==> src/rtl/hs_chan_pkg.sv <==
package hs_chan_pkg;

  typedef enum logic [1:0] {
    PUSH_COND = 2'd0,
    PUSH_OVER = 2'd1,
    PUSH_OR   = 2'd2,
    PUSH_ANDC = 2'd3
  } push_mode_e;

  typedef enum logic {
    POP_COND = 1'b0,
    POP_KEEP = 1'b1
  } pop_mode_e;

  // request index doubles as priority rank (lower wins)
  localparam int unsigned OP_LOAD = 0;
  localparam int unsigned OP_PUSH = 1;
  localparam int unsigned OP_POP  = 2;
  localparam int unsigned OP_NUM  = 3;

endpackage

==> src/rtl/hs_chan_arb.sv <==
module hs_chan_arb #(
  parameter int unsigned N = 3
) (
  input  logic [N-1:0] req_i,
  output logic [N-1:0] gnt_o
);
  logic [N:0] taken;

  assign taken[0] = 1'b0;

  for (genvar i = 0; i < N; i++) begin : g_rank
    assign gnt_o[i]   = req_i[i] & ~taken[i];
    assign taken[i+1] = taken[i] | req_i[i];
  end

endmodule

==> src/rtl/hs_chan_next.sv <==
module hs_chan_next
  import hs_chan_pkg::*;
#(
  parameter int unsigned DW = 32
) (
  input  logic [OP_NUM-1:0] gnt_i,
  input  logic [DW-1:0]     load_data_i,
  input  logic              load_valid_i,
  input  logic [1:0]        push_mode_i,
  input  logic [DW-1:0]     push_data_i,
  input  logic              pop_mode_i,
  input  logic [DW-1:0]     data_q_i,
  input  logic              valid_q_i,
  input  logic              wait_q_i,
  output logic [DW-1:0]     data_d_o,
  output logic              valid_d_o,
  output logic              wait_d_o,
  output logic              notify_d_o,
  output logic              push_ok_o,
  output logic              and_hit_o,
  output logic              pop_ok_o,
  output logic [DW-1:0]     pop_data_o
);
  push_mode_e pmode;
  pop_mode_e  qmode;

  assign pmode = push_mode_e'(push_mode_i);
  assign qmode = pop_mode_e'(pop_mode_i);

  always_comb begin
    data_d_o   = data_q_i;
    valid_d_o  = valid_q_i;
    wait_d_o   = wait_q_i;
    notify_d_o = 1'b0;
    push_ok_o  = 1'b0;
    and_hit_o  = 1'b0;
    pop_ok_o   = 1'b0;
    pop_data_o = '0;
    if (gnt_i[OP_LOAD]) begin
      data_d_o  = load_data_i;
      valid_d_o = load_valid_i;
      wait_d_o  = 1'b0;
    end else if (gnt_i[OP_PUSH]) begin
      unique case (pmode)
        PUSH_COND: begin
          if (valid_q_i) begin
            wait_d_o = 1'b1;
          end else begin
            data_d_o  = push_data_i;
            valid_d_o = 1'b1;
            wait_d_o  = 1'b0;
            push_ok_o = 1'b1;
          end
        end
        PUSH_OVER: begin
          data_d_o   = push_data_i;
          valid_d_o  = 1'b1;
          wait_d_o   = 1'b0;
          notify_d_o = wait_q_i;
          push_ok_o  = 1'b1;
        end
        PUSH_OR: begin
          data_d_o   = data_q_i | push_data_i;
          valid_d_o  = 1'b1;
          wait_d_o   = 1'b0;
          notify_d_o = wait_q_i;
          push_ok_o  = 1'b1;
        end
        default: begin
          data_d_o  = data_q_i & ~push_data_i;
          and_hit_o = |(data_q_i & push_data_i);
          push_ok_o = 1'b1;
        end
      endcase
    end else if (gnt_i[OP_POP]) begin
      if (qmode == POP_KEEP) begin
        pop_data_o = data_q_i;
        pop_ok_o   = valid_q_i;
        valid_d_o  = 1'b0;
        wait_d_o   = 1'b0;
        notify_d_o = wait_q_i;
      end else if (valid_q_i) begin
        pop_data_o = data_q_i;
        pop_ok_o   = 1'b1;
        data_d_o   = '0;
        valid_d_o  = 1'b0;
        wait_d_o   = 1'b0;
      end else begin
        wait_d_o = 1'b1;
      end
    end
  end

endmodule

==> src/rtl/hs_chan_state.sv <==
module hs_chan_state #(
  parameter int unsigned DW = 32
) (
  input  logic          clk_i,
  input  logic          rst_ni,
  input  logic [DW-1:0] data_d_i,
  input  logic          valid_d_i,
  input  logic          wait_d_i,
  input  logic          notify_d_i,
  output logic [DW-1:0] data_q_o,
  output logic          valid_q_o,
  output logic          wait_q_o,
  output logic          notify_q_o
);
  always_ff @(posedge clk_i or negedge rst_ni) begin
    if (!rst_ni) begin
      data_q_o   <= '0;
      valid_q_o  <= 1'b0;
      wait_q_o   <= 1'b0;
      notify_q_o <= 1'b0;
    end else begin
      data_q_o   <= data_d_i;
      valid_q_o  <= valid_d_i;
      wait_q_o   <= wait_d_i;
      notify_q_o <= notify_d_i;
    end
  end

endmodule

==> src/rtl/hs_chan_reg.sv <==
module hs_chan_reg
  import hs_chan_pkg::*;
#(
  parameter int unsigned DW = 32
) (
  input  logic          clk_i,
  input  logic          rst_ni,
  input  logic          load_req_i,
  input  logic [DW-1:0] load_data_i,
  input  logic          load_valid_i,
  input  logic          push_req_i,
  input  logic [1:0]    push_mode_i,
  input  logic [DW-1:0] push_data_i,
  input  logic          pop_req_i,
  input  logic          pop_mode_i,
  output logic          push_ok_o,
  output logic          and_hit_o,
  output logic          pop_ok_o,
  output logic [DW-1:0] pop_data_o,
  output logic          count_o,
  output logic          wait_o,
  output logic [DW-1:0] data_o,
  output logic          notify_o
);
  logic [OP_NUM-1:0] req, gnt;
  logic [DW-1:0]     data_q, data_d;
  logic              valid_q, valid_d, wait_q, wait_d, notify_d;

  always_comb begin
    req          = '0;
    req[OP_LOAD] = load_req_i;
    req[OP_PUSH] = push_req_i;
    req[OP_POP]  = pop_req_i;
  end

  hs_chan_arb #(.N(OP_NUM)) u_arb (
    .req_i (req),
    .gnt_o (gnt)
  );

  hs_chan_next #(.DW(DW)) u_next (
    .gnt_i        (gnt),
    .load_data_i  (load_data_i),
    .load_valid_i (load_valid_i),
    .push_mode_i  (push_mode_i),
    .push_data_i  (push_data_i),
    .pop_mode_i   (pop_mode_i),
    .data_q_i     (data_q),
    .valid_q_i    (valid_q),
    .wait_q_i     (wait_q),
    .data_d_o     (data_d),
    .valid_d_o    (valid_d),
    .wait_d_o     (wait_d),
    .notify_d_o   (notify_d),
    .push_ok_o    (push_ok_o),
    .and_hit_o    (and_hit_o),
    .pop_ok_o     (pop_ok_o),
    .pop_data_o   (pop_data_o)
  );

  hs_chan_state #(.DW(DW)) u_state (
    .clk_i      (clk_i),
    .rst_ni     (rst_ni),
    .data_d_i   (data_d),
    .valid_d_i  (valid_d),
    .wait_d_i   (wait_d),
    .notify_d_i (notify_d),
    .data_q_o   (data_q),
    .valid_q_o  (valid_q),
    .wait_q_o   (wait_q),
    .notify_q_o (notify_o)
  );

  assign count_o = valid_q;
  assign wait_o  = wait_q;
  assign data_o  = data_q;

endmodule

==> config.mk <==
export PLATFORM = sky130hd
export DESIGN_NAME = hs_chan_reg
export DESIGN_NICKNAME = d
export VERILOG_FILES = /design/src/rtl/hs_chan_pkg.sv /design/src/rtl/hs_chan_arb.sv /design/src/rtl/hs_chan_next.sv /design/src/rtl/hs_chan_state.sv /design/src/rtl/hs_chan_reg.sv
export SDC_FILE = /design/constraint.sdc
export NUM_CORES = 1
export LEC_CHECK = 0
export BUFFER_PORTS_ARGS = -buffer_cell sky130_fd_sc_hd__buf_2
export CAP_MARGIN = 25
export CORE_UTILIZATION = 38
export CTS_BUF_LIST = sky130_fd_sc_hd__clkbuf_16
export CTS_CLUSTER_DIAMETER = 200
export DETAILED_ROUTE_END_ITERATION = 7
export GPL_TIMING_DRIVEN = 0
export PLACE_DENSITY = 0.72
export SLEW_MARGIN = 20
export SYNTH_ARGS = -nofsm -noshare
export SYNTH_HDL_FRONTEND = slang
export SYNTH_SLANG_ARGS = --single-unit
export TNS_END_PERCENT = 5
==> constraint.sdc <==
create_clock -name clk_i -period 1.42 [get_ports clk_i]
set_input_delay 0.213 -clock clk_i [delete_from_list [all_inputs] [get_ports clk_i]]
set_output_delay 0.213 -clock clk_i [all_outputs]
set_load 0.01 [all_outputs]
Yosys cells after proc, flatten, opt, wreduce, memory -nomap -nowiden. Cells that the tools add are included.

Bits in registers: 35. Bits in latches: 0. RAM bits: 0. ROM bits: 0. Input port bits: 73. Logic and storage cells: 66. Memories: 0.

Add/subtract/negate cells: 0. $mul: 0. Div/mod/pow operators: 0. Magnitude comparators: 0. Eq/ne operators: 6. Shift operators: 0. Mux-type cells: 38. Bitwise gates (word level): 9. Reduce and logical (&&, ||, !) cells: 9.

Operator list (number): $mux W32 (11); $pmux W32 S3 (1); $and A32 B32 Y32 (2); $not A32 Y32 (1); $or A32 B32 Y32 (1); $reduce_or A32 Y1 (1); $mux W1 (25); $reduce_bool A3 Y1 (2); $ne A4 B3 Y1 const B (1); $ne A4 B4 Y1 const B (1); $reduce_and A2 Y1 (2); $reduce_and A4 Y1 (1); $ne A3 B2 Y1 const B (1); $ne A3 B3 Y1 const B (1); $reduce_or A3 Y1 (1); $and A1 B1 Y1 (2); $eq A2 B1 Y1 const B (1); $eq A2 B2 Y1 const B (1); $logic_not A2 Y1 (1); $not A1 Y1 (2); $pmux W1 S2 (1); $reduce_or A2 Y1 (1); $or A1 B1 Y1 (1).

Longest topological paths before layout.
Depth in word-level cells: 6. Depth in mapped cells: 8.

Hierarchy. A second synthesis with hierarchy kept.

Cells, all modules: 325. Area, all modules: 3149.3 um2.

By module, submodules not included: hs_chan_next (instances 1, cells each 287, area each 2247.2 um2, seq. area each 0.0 um2); hs_chan_state (instances 1, cells each 35, area each 875.8 um2, seq. area each 875.8 um2); hs_chan_arb (instances 1, cells each 3, area each 26.3 um2, seq. area each 0.0 um2).

Worst setup path after synthesis. No wires, ideal clock.

Kind: reg-to-output. Start: reg u_state.data_q_o[22]. End: out and_hit_o. Arrival time: 1353 ps. Required time: 1207 ps. Setup slack: -146 ps. Cell stages (with the launch flop): 5. Cell sequence: dfrtp_1 > a22o_1 > a221oi_1 > nand4_1 > o311a_1.

Longest elaborated chain between the ends: 5.

RTL lines: from (decl) (line hs_chan_state.sv:10) `output logic [DW-1:0] data_q_o,`; from (signal assigned) (line hs_chan_state.sv:22) `data_q_o <= data_d_i;`; $and A32 B32 Y32 (line hs_chan_next.sv:71) `and_hit_o = |(data_q_i & push_data_i);`; $reduce_or A32 Y1 (line hs_chan_next.sv:71); $mux W1 (line hs_chan_next.sv:44) `unique case (pmode)`; $mux W1 (line hs_chan_next.sv:43) `end else if (gnt_i[OP_PUSH]) begin`; $mux W1 (line hs_chan_next.sv:39) `if (gnt_i[OP_LOAD]) begin`; to (decl) (line hs_chan_reg.sv:17) `output logic and_hit_o,`.

No other way between the ends.

Worst setup path in the final report.
Start: reg u_state.data_q_o[7]. End: out and_hit_o.

Same word-level chain as after synthesis.

==> load_flow_metrics.sql <==
INSERT INTO impl_metrics (metric_group, metric, value, unit) VALUES
('outcome', 'outcome', 'finished with violations', ''),
('outcome', 'violations', 'negative setup slack', ''),
('grt', 'vias_in_the_first_global_route', '3079', ''),
('sta', 'timing.final.hold_violations', '0', ''),
('worst_setup_path', 'timing.critical_path.buf_inv', '1', ''),
('final_layout', 'cell_count_final_fillers_out', '599', ''),
('routing', 'drt-vias-per-instance', '5.64', ''),
('final_layout', 'layout_commonest_cell', 'sky130_fd_sc_hd__buf_2', ''),
('final_layout', 'antennaDiodeCount', '0', ''),
('placed_design', 'place_area', '3580', 'sq um'),
('synth', 'distinct_cells_synth', '27', ''),
('floorplanning', 'fp.dieW', '86.6', 'um'),
('worst_setup_path', 'cpPeakStageDelay', '0.44', 'ns'),
('worst_setup_path', 'worst_setup_path_startpoint', 'u_state.data_q_o[7]$_DFFE_PN0P_', ''),
('sta', 'tightestPinTransition', '0.842', 'ns'),
('routing', 'drt_pre_antenna_iters', '4', ''),
('sta', 'report.final.slew_viol_count', '0', ''),
('synth', 'synth_top_family_by_area', 'compound AO/OA/AOI/OAI gates', ''),
('sta', 'final_critical_path_setup_slack', '-0.605', 'ns'),
('grt', 'grt_overflow_total', '0', ''),
('clocking', 'clk_root_buffer_cell', 'sky130_fd_sc_hd__clkbuf_16', ''),
('grt', 'first_pass_grt_wire_length', '15500', 'um'),
('synth', 'synth_largest_type_area_fraction', '32.2', '%'),
('grt', 'grt_antenna_before_repair', '0', ''),
('grt', 'grt_usage', '27.0', '%'),
('final_layout', 'final_layout_size_suffix_gt1_share', '43.3', '%'),
('synth', 'synth.area.top_cells', 'sky130_fd_sc_hd__dfrtp_1, sky130_fd_sc_hd__a22oi_1, sky130_fd_sc_hd__o22ai_1', ''),
('routing', 'drt_first_iter_violations', '197', ''),
('final_layout', 'multi_input_area', '1780', 'sq um'),
('routing', 'antenna_violating_nets_post_route', '0', ''),
('worst_setup_path', 'arrival', '1.81', 'ns'),
('power', 'internal_power', '2470', 'uW'),
('final_layout', 'most-common-layout-cells', 'sky130_fd_sc_hd__buf_2, sky130_fd_sc_hd__a22oi_1, sky130_fd_sc_hd__o21ai_0', ''),
('final_layout', 'register_area', '878', 'sq um'),
('sta', 'setup_viol_count_final', '66', ''),
('synth', 'synth_nets', '422', ''),
('synth', 'synthDominantAreaCellType', 'sky130_fd_sc_hd__dfrtp_1', ''),
('run', 'cap_violations', '0', ''),
('grt', 'grt_start_max_net_pins', '36', ''),
('sta', 'min_period_over_period', '143', '%'),
('synth', 'synth_compound_gate_area_share', '35.5', '%'),
('worst_setup_path', 'path_cells', 'a22o_1, a221oi_2, nand4_1, o311a_1, buf_2', ''),
('synth', 'post_synth_and_or_nand_nor_area_fraction', '22.8', '%'),
('power', 'p_clk_share', '33.9', '%'),
('worst_setup_path', 'worst_r2r_start', 'u_state.valid_q_o$_DFFE_PN0P_', ''),
('power', 'p_sw_share', '32.5', '%'),
('routing', 'remaining_drc_errors', '0', ''),
('floorplanning', 'die_height', '86.6', 'um'),
('sta', 'finClkSkew', '0.00913', 'ns'),
('floorplanning', 'die_area', '7510', 'sq um'),
('routing', 'postRouteWirelength', '10300', 'um'),
('final_layout', 'syn_to_final_growth', '49.9', '%'),
('clocking', 'worst_setup_hold_path_clk_slew', '0.06', 'ns'),
('floorplanning', 'design.portCount', '143', ''),
('clocking', 'ctsHtreeMaxLevel', '2', ''),
('clocking', 'clk-insertion-delay-late', '0.28', 'ns'),
('final_layout', 'final_cell_area', '4080', 'sq um'),
('power', 'static-leakage-power', '0.00195', 'uW'),
('worst_setup_path', 'setup.worst_path.end_class', 'output pin', ''),
('placed_design', 'port_buffers', '142', ''),
('power', 'power.total', '3650', 'uW'),
('floorplanning', 'floorplan.initialDensity', '39.6', '%'),
('power', 'worst_ir_drop_vdd', '0.520', 'mV'),
('worst_setup_path', 'cp-start-kind', 'register', ''),
('routing', 'detailroute.via_count', '3381', ''),
('synth', 'syn_inst', '344', ''),
('synth', 'synth_sequential_area_ratio', '32.2', '%'),
('sta', 'setup_total_negative_slack', '-12.52', 'ns'),
('min_path', 'worstHoldPathType', 'in2async', ''),
('worst_setup_path', 'timing.critical_path.fanout_max', '5', ''),
('sta', 'timing.max_slew.rel_slack', '43.8', '%');
per-layer routing:
metal	part of all wire (%)	GRT usage, %	vias to the layer above
met4	1.8	9.55	0
met5	0	0	-
met3	8.7	4.67	14
li1	-	-	1584
met2	48	43.6	178
met1	42	36.5	1605
per-stage QoR:
step | setup slack, ns | hold WS (ns)
after floorplan | -0.0269 | -0.0826
after global placement | -0.617 | 0.364
after detailed placement | -0.628 | 0.361
after CTS | -0.604 | 0.0587
after global routing | -0.658 | 0.102
final | -0.605 | 0.0337
cell usage after synthesis, drive strengths merged:
cell type and count:
nand4 3, buf 18, a22oi 40, a21boi 2, a311o 1, inv 3
a22o 4, o22ai 33, o221ai 1, a221oi 4, dfrtp 35, ha 5
o311a 1, nand2 4, nor3 3, o21ai 36, and3b 1, clkbuf 14
and2 32, nor2b 3, nand2b 32, a21oi 33, nor2 36
logic make-up after synthesis:
| family | count (synthesis) |
|---|---|
| fa+ha+maj | 5 |
| flops | 35 |
| buf+inv | 35 |
| simple gates | 114 |
| compound gates | 155 |
what timing repair did:
item	CTS	global route
setup endpoints to repair	65	67
hold buffers	0	0
cloned	1	1
resized for setup	18	70
setup buffers	6	1
pin swaps	3	4
power groups by stage:
stage               registers (uW)  clock network [uW]  logic, uW
floorplan                     1310                   0        531
global placement              1290                   0        999
detailed placement            1290                   0       1020
CTS                           1270                1250       1060
global route                  1300                1300       1230
finish                        1290                1240       1130
registers in the layout, indices dropped and copies added, names as in the netlist:
| name | flops |
|---|---|
| u_state.data_q_o | 32 |
| u_state.notify_q_o | 1 |
| u_state.valid_q_o | 1 |
| u_state.wait_q_o | 1 |
final timing paths:
path | endpoint | slack, ns | cells after the start
worst max-delay path | and_hit_o | -0.60 | 5
worst min-delay path | u_state.data_q_o[21]$_DFFE_PN0P_ | 0.03 | 1
worst max register to register | u_state.data_q_o[12]$_DFFE_PN0P_ | -0.15 | 7
worst min register to register | u_state.notify_q_o$_DFF_PN0_ | 0.55 | 1
max in group asynchronous | u_state.valid_q_o$_DFFE_PN0P_ | 0.80 | 1
min in group clk_i | u_state.valid_q_o$_DFFE_PN0P_ | 0.16 | 3
layout make-up:
type                            instances  area share (%)
Clock buffer                            5            3.07
Multi-Input combinational cell        274            43.5
Sequential cell                        35            21.5
Clock inverter                          3           0.950
Inverter                                3           0.276
Timing Repair Buffer                  151            21.7
Tap cell                               96            2.94
Buffer                                 32            5.98
No activity file was read; power rests on OpenSTA's default activity.
